### src/rtl/acc_pkg.sv
package acc_pkg;
  typedef enum logic [3:0] {
    S_RST1, S_RST2, S_FETCH, S_AOPR, S_SOPR, S_ST1, S_ST2,
    S_LD1, S_LD2, S_LD3, S_BRN1, S_BRN2, S_JMP
  } state_t;

  typedef enum logic [2:0] {ALU_PASSA, ALU_NOTB, ALU_AND, ALU_ADD, ALU_SHRB} alu_op_t;
  typedef enum logic [1:0] {PC_HOLD, PC_ZERO, PC_INC, PC_LDINC} pc_sel_t;

  localparam logic [1:0] MOP_NOP = 2'b00;
  localparam logic [1:0] MOP_RD  = 2'b01;
  localparam logic [1:0] MOP_WR  = 2'b10;

  localparam logic [2:0] OPC_COMP = 3'b000;
  localparam logic [2:0] OPC_SHR  = 3'b001;
  localparam logic [2:0] OPC_BRN  = 3'b010;
  localparam logic [2:0] OPC_JMP  = 3'b011;
  localparam logic [2:0] OPC_ST   = 3'b100;
  localparam logic [2:0] OPC_LD   = 3'b101;

  typedef struct packed {
    alu_op_t    alu;
    logic       a_imm;
    logic [1:0] mop;
    pc_sel_t    pcs;
    logic       di_le;
    logic       ac_le;
    logic       ao_le;
    logic       ao_from_x;
  } ctrl_t;
endpackage

### src/rtl/acc_alu.sv
module acc_alu
  import acc_pkg::*;
#(
  parameter int DW = 16
) (
  input  logic [DW-1:0] a,
  input  logic [DW-1:0] b,
  input  alu_op_t       op,
  output logic [DW-1:0] y
);
  always_comb begin
    unique case (op)
      ALU_NOTB: y = ~b;
      ALU_AND:  y = a & b;
      ALU_ADD:  y = a + b;
      ALU_SHRB: y = {b[DW-1], b[DW-1:1]};
      default:  y = a;
    endcase
  end
endmodule

### src/rtl/acc_pc.sv
module acc_pc
  import acc_pkg::*;
#(
  parameter int AW = 10
) (
  input  logic          clk,
  input  logic          rst,
  input  pc_sel_t       sel,
  input  logic [AW-1:0] din,
  output logic [AW-1:0] pc
);
  localparam logic [AW-1:0] STEP = {{(AW-2){1'b0}}, 2'b10};

  always_ff @(posedge clk) begin
    if (rst) pc <= '0;
    else begin
      unique case (sel)
        PC_ZERO:  pc <= '0;
        PC_INC:   pc <= pc + STEP;
        PC_LDINC: pc <= din + STEP;
        default:  pc <= pc;
      endcase
    end
  end
endmodule

### src/rtl/acc_ctrl.sv
module acc_ctrl
  import acc_pkg::*;
(
  input  logic       clk,
  input  logic       rst,
  input  logic [2:0] rd_opc,
  input  logic [2:0] di_opc,
  input  logic       ac_neg,
  output ctrl_t      ctl
);
  state_t st, st_nx;

  always_ff @(posedge clk) begin
    if (rst) st <= S_RST1;
    else     st <= st_nx;
  end

  always_comb begin
    ctl   = '{alu: ALU_PASSA, a_imm: 1'b0, mop: MOP_NOP, pcs: PC_HOLD,
              di_le: 1'b0, ac_le: 1'b0, ao_le: 1'b0, ao_from_x: 1'b0};
    st_nx = S_RST1;
    unique case (st)
      S_RST1: begin ctl.pcs = PC_ZERO; st_nx = S_RST2; end
      S_RST2: begin ctl.ao_le = 1'b1; ctl.pcs = PC_INC; st_nx = S_FETCH; end
      S_FETCH: begin
        ctl.mop = MOP_RD; ctl.di_le = 1'b1;
        unique case (rd_opc)
          OPC_COMP, OPC_SHR: st_nx = S_SOPR;
          OPC_BRN:           st_nx = S_BRN1;
          OPC_JMP:           st_nx = S_JMP;
          OPC_ST:            st_nx = S_ST1;
          OPC_LD:            st_nx = S_LD1;
          default:           st_nx = S_AOPR;
        endcase
      end
      S_AOPR, S_SOPR, S_LD3: begin
        if (st == S_AOPR)      ctl.alu = di_opc[0] ? ALU_ADD : ALU_AND;
        else if (st == S_SOPR) ctl.alu = di_opc[0] ? ALU_SHRB : ALU_NOTB;
        ctl.a_imm = (st == S_AOPR);
        ctl.ac_le = 1'b1; ctl.ao_le = 1'b1; ctl.pcs = PC_INC;
        st_nx = S_FETCH;
      end
      S_ST1, S_LD1: begin
        ctl.ao_le = 1'b1; ctl.ao_from_x = 1'b1;
        st_nx = (st == S_ST1) ? S_ST2 : S_LD2;
      end
      S_ST2: begin
        ctl.mop = MOP_WR; ctl.ao_le = 1'b1; ctl.pcs = PC_INC; st_nx = S_FETCH;
      end
      S_LD2: begin ctl.mop = MOP_RD; ctl.di_le = 1'b1; st_nx = S_LD3; end
      S_BRN1: begin
        ctl.ao_le = 1'b1; ctl.pcs = PC_INC;
        st_nx = ac_neg ? S_BRN2 : S_FETCH;
      end
      S_BRN2, S_JMP: begin
        ctl.ao_le = 1'b1; ctl.ao_from_x = 1'b1; ctl.pcs = PC_LDINC;
        st_nx = S_FETCH;
      end
      default: st_nx = S_RST1;
    endcase
  end
endmodule

### src/rtl/acc_core.sv
module acc_core
  import acc_pkg::*;
#(
  parameter int XW = 10
) (
  input  logic          clk,
  input  logic          rst,
  output logic [XW-1:0] mem_addr,
  output logic [1:0]    mem_op,
  output logic [XW+5:0] mem_wdata,
  input  logic [XW+5:0] mem_rdata
);
  localparam int DW = XW + 6;

  ctrl_t         ctl;
  logic [XW-1:0] pc, abus, ao_q;
  logic [DW-1:0] di_q, ac_q, alu_a, alu_y;

  acc_ctrl u_ctrl (
    .clk(clk), .rst(rst),
    .rd_opc(mem_rdata[XW+2:XW]), .di_opc(di_q[XW+2:XW]),
    .ac_neg(ac_q[DW-1]), .ctl(ctl)
  );

  acc_pc #(.AW(XW)) u_pc (
    .clk(clk), .rst(rst), .sel(ctl.pcs), .din(abus), .pc(pc)
  );

  assign abus  = ctl.ao_from_x ? di_q[XW-1:0] : pc;
  assign alu_a = ctl.a_imm ? {{(DW-XW){1'b0}}, di_q[XW-1:0]} : di_q;

  acc_alu #(.DW(DW)) u_alu (.a(alu_a), .b(ac_q), .op(ctl.alu), .y(alu_y));

  always_ff @(posedge clk) begin
    if (rst) begin
      ao_q <= '0;
      di_q <= '0;
      ac_q <= '0;
    end else begin
      if (ctl.ao_le) ao_q <= abus;
      if (ctl.di_le) di_q <= mem_rdata;
      if (ctl.ac_le) ac_q <= alu_y;
    end
  end

  assign mem_addr  = ao_q;
  assign mem_op    = ctl.mop;
  assign mem_wdata = ac_q;
endmodule

### config.mk
export PLATFORM = sky130hd
export DESIGN_NAME = acc_core
export DESIGN_NICKNAME = d
export VERILOG_FILES = /design/src/rtl/acc_pkg.sv /design/src/rtl/acc_alu.sv /design/src/rtl/acc_pc.sv /design/src/rtl/acc_ctrl.sv /design/src/rtl/acc_core.sv
export SDC_FILE = /design/constraint.sdc
export NUM_CORES = 1
export LEC_CHECK = 0
export CORE_UTILIZATION = 50
export DETAILED_ROUTE_END_ITERATION = 8
export DONT_BUFFER_PORTS = 1
export GPL_ROUTABILITY_DRIVEN = 1
export PLACE_DENSITY = 0.69
export REMOVE_ABC_BUFFERS = 1
export SETUP_SLACK_MARGIN = 0.1
export SLEW_MARGIN = 20
export SYNTH_ARGS = -nofsm -noshare
export SYNTH_HDL_FRONTEND = slang
export SYNTH_HIERARCHICAL = 1
export SYNTH_SLANG_ARGS = --single-unit
### constraint.sdc
create_clock -name clk -period 2.59 [get_ports clk]
set_clock_uncertainty 0.05 [all_clocks]
set_input_delay 0.3885 -clock clk [delete_from_list [all_inputs] [get_ports clk]]
set_output_delay 0.3885 -clock clk [all_outputs]
set_load 0.005 [all_outputs]
==> results by group <==
Cells and area
  – Layout cell share with drive strength beyond 1: 25.7%
  – Antenna fix cells: 0
  – Leading cell type in the layout, fill and taps excluded: sky130_fd_sc_hd__nor2_1
  – Post-route design area: 5160 um2
  – Count of filler cells inserted in the layout: 785
  – Layout Area Growth over Synthesis: 15.8%
  – Most frequent cells in the layout: sky130_fd_sc_hd__nor2_1, sky130_fd_sc_hd__dfxtp_1, sky130_fd_sc_hd__buf_4
  – Layout Nets: 604
  – Non-filler cells in the finished layout: 677

Floorplan
  – Chip width: 96.4 um
  – Boundary pin count: 46
  – Std-Cell Rows: 34
  – Placeable core area: 8680 um2
  – Height of the chip: 96.4 um
  – Initial standard-cell utilization of the core: 51.4%
  – Die Area: 9300 um2

Clock network
  – Post-CTS Hold Buffers: 0
  – Maximum level of the CTS H-tree: 2
  – Clock-pin slew on the worst setup and hold paths: 0.11 ns
  – Sink count of the clock tree: 56
  – Later-pin clock latency in the skew report: 0.32 ns
  – Root buf cell: sky130_fd_sc_hd__clkbuf_8
  – Buffer levels on the longest clock path: 2
  – Number of CTS-inserted buffers: 5
  – CTS tree: yes

Status
  – Outcome: finished, final reports clean

Routing
  – M1 wire length: 5310 um
  – Overall routed net length: 12200 um
  – Count of vias placed by the detailed router: 4260
  – Via density per instance: 6.29
  – DRC violation total after the first TritonRoute iteration: 220
  – Number of antenna-violating nets in the routed design: 0
  – Uppermost layer routed: met4
  – Number of search-and-repair iterations in the first detailed-routing pass: 4
  – Wire length on met2: 5880 um
  – Remaining routing DRC violations: 0
  – Detailed route wirelength on metal3: 718 um
  – Drt wl/cell: 18.0 um

Timing
  – Number of hold-slack violations in the final timing report: 0
  – Slew at the pin closest to its max-slew limit: 0.422 ns
  – Portion of the clock cycle consumed by the worst path in the final layout: 94.1%
  – Max-slew violation count: 0
  – Post-layout minimum cycle time: 2.44 ns
  – Worst slew margin relative to its limit: 71.7%
  – Setup repair after global routing missed its margin: true
  – Max Clock Freq: 0.410 GHz
  – Final setup violating endpoints: 0

Synthesis
  – Adder-cell share of the synthesized area: 5.22%
  – Area fraction in compound gates after synthesis: 26.0%
  – Synth Cell Area: 4460 um2
  – Multiplexer area fraction after synthesis: 13.3%
  – Post-synth EDFFs: 0
  – Number of register bits inferred by synthesis: 56
  – Unique cell type count in the Yosys netlist: 74
  – Share of synthesized cell area in and, or, nand and nor gates: 20.4%
  – Dominant synthesized flop cell: sky130_fd_sc_hd__dfxtp_1
  – Share of synthesized flip-flops with an asynchronous set or reset: 0%
  – Post-synthesis area per instance: 8.27 um2
  – Count of mapped cells out of synthesis: 539
  – Syn. warnings: 6
  – Dominant combinational cell family by area after synthesis: compound AO/OA/AOI/OAI gates
  – XOR/XNOR Fraction of Synth Area: 4.12%
  – Share of the yosys chip area belonging to registers: 25.1%

Worst setup path
  – Sort of element at the end of the critical path: flop
  – Largest fanout on the critical path: 5
  – Cell-by-cell trace of the critical path: and3b_1, nor2b_4, nor2b_4, ha_4, nand2_1, o21ai_2, nor2_1, o311a_1, nor4_4, mux2i_1, nor2_1
  – Endpoint required time on the critical path: 2.81 ns
  – Crit path launch type: flop
  – Arrival @ worst endpoint: 2.65 ns
  – Slowest Stage Delay on Critical Path: 0.37 ns
  – Worst setup path startpoint: u_ctrl/st[2]
  – CP delay by family, top: simple AND/OR/NAND/NOR gates
  – Buffers and inverters on the worst path: 0
  – Start of the worst register-to-register path: u_ctrl/st[2]
  – Worst path slowest cell: sky130_fd_sc_hd__dfxtp_4
  – CP Class: reg -> reg

Power and ir drop
  – Peak supply drop: 0.246 mV
  – Share of power burned in combinational logic: 29.7%
  – Internal Dissipation: 0.00141 W
  – Relative contribution of sequential cells to total power: 45.5%
  – Relative contribution of the clock network to total power: 24.8%
  – Sw Share: 33.6%
  – Static leakage: 1.93 nW
  – Sw Pwr: 0.000715 W
  – Pwr Density: 412 nW/um2

Min path
  – Hold crit path type: in -> reg
  – Min-delay src: rst

Placement
  – Placer Congestion: 0.912
  – Number of input and output port buffers inserted: 0
  – Placed wire-length estimate after detailed placement: 8780 um
  – Post-Place Cell Area: 4790 um2
  – Count of placed standard cells including taps: 663

Global routing
  – Global Route Usage Sum: 25.9%
  – Global-route wire length before repair: 18900 um
  – Initial antenna violation count: 0
  – Overflow left after global routing: 0
  – Via count of the first global-routing pass: 3860
  – Pin count of the biggest net entering global routing: 57

Run
  – Max-capacitance violation count: 0
## routing by layer
layer  vias up  GRT usage [%]
met3        28           4.30
met2       137           44.2
met5         -              0
met1      2056           32.7
li1       2039              -
met4         0           9.31
## state kept, by name (all words and copies together) (netlist names)
| name | cells |
|---|---|
| di_q | 16 |
| mem_wdata | 16 |
| mem_addr | 10 |
| u_pc/pc | 10 |
| u_ctrl/st | 4 |
## logic make-up (layout without fill, tap and decap cells)
kind of cell    count (synthesis)  after routing
fa+ha+maj                      18             18
compound gates                166            166
xor+xnor                       21             21
flops                          56             56
buf+inv                        44             74
mux                            54             54
simple gates                  180            180
## power by group through the flow
stage | clock [W] | sequential (W) | combinational [W]
after global placement | 0 | 0.000984 | 0.000571
final | 0.000527 | 0.000968 | 0.000632
after CTS | 0.000547 | 0.000967 | 0.000591
after floorplan | 0 | 0.000984 | 0.000400
after global routing | 0.000583 | 0.000979 | 0.000687
after detailed placement | 0 | 0.000986 | 0.000583
## path summary, 6_finish.rpt
| check | slack [ns] | cells past startpoint | endpoint |
|---|---|---|---|
| setup / recovery | 0.15 | 11 | mem_wdata[11] |
| setup reg to reg | 0.15 | 11 | mem_wdata[11] |
| hold / removal | 0.07 | 1 | u_ctrl/st[1] |
| hold reg to reg | 0.45 | 2 | di_q[15] |
## stage by stage
stage | total power, W | setup TNS (ns) | util [%] | hold WS (ns) | setup WS [ns]
6_report | 0.00213 | 0 | 59.5 | 0.0723 | 0.153
5_1_grt | 0.00225 | 0 | 59.5 | 0.0417 | 0.0293
4_1_cts | 0.00210 | 0 | 56.8 | 0.0612 | 0.0851
3_5_place_dp | 0.00157 | -0.0476 | 55.2 | 0.419 | -0.0275
3_3_place_gp | 0.00156 | -0.0255 | 55.2 | 0.418 | -0.0255
2_1_floorplan | 0.00138 | -25.92 | - | 0.402 | -1.59
## worst register-to-register path, stage by stage (launching register included)
cell	delay, ns
sky130_fd_sc_hd__dfxtp_4	0.37
sky130_fd_sc_hd__and3b_1	0.23
sky130_fd_sc_hd__nor2b_4	0.27
sky130_fd_sc_hd__nor2b_4	0.09
sky130_fd_sc_hd__ha_4	0.29
sky130_fd_sc_hd__nand2_1	0.12
sky130_fd_sc_hd__o21ai_2	0.25
sky130_fd_sc_hd__nor2_1	0.08
sky130_fd_sc_hd__o311a_1	0.13
sky130_fd_sc_hd__nor4_4	0.29
sky130_fd_sc_hd__mux2i_1	0.12
sky130_fd_sc_hd__nor2_1	0.10
## cell usage after synthesis, types with 11 or more instances
cell type                  number  area (um2)
sky130_fd_sc_hd__buf_2         15        75.1
sky130_fd_sc_hd__ha_1          17         213
sky130_fd_sc_hd__dfxtp_1       56        1120
sky130_fd_sc_hd__nor2b_1       11        68.8
sky130_fd_sc_hd__o21ai_0       32         160
sky130_fd_sc_hd__nor2_1        71         267
sky130_fd_sc_hd__xnor2_1       13         114
sky130_fd_sc_hd__o21a_1        15         113
sky130_fd_sc_hd__mux2i_1       42         420
sky130_fd_sc_hd__o22ai_1       12        75.1
sky130_fd_sc_hd__nand2_1       29         109
sky130_fd_sc_hd__nand2b_1      13        81.3
sky130_fd_sc_hd__a21oi_1       34         170
## layout make-up
cell class	instances	area [um2]	share of cell area, %
clock buffers	5	68.8	1.33
clock inverters	3	27.5	0.533
inverters	11	43.8	0.848
multi-input cells	439	3310	64.2
flip-flops and latches	56	1130	21.9
well taps	108	135	2.62
repair buffers	55	445	8.63
## timing repair
action	CTS	global route
cloned	0	0
gates resized for setup	8	51
setup buffers	2	4
pin swaps	1	16
setup endpoints to repair	9	14
Power figures use the tool's default switching activity.
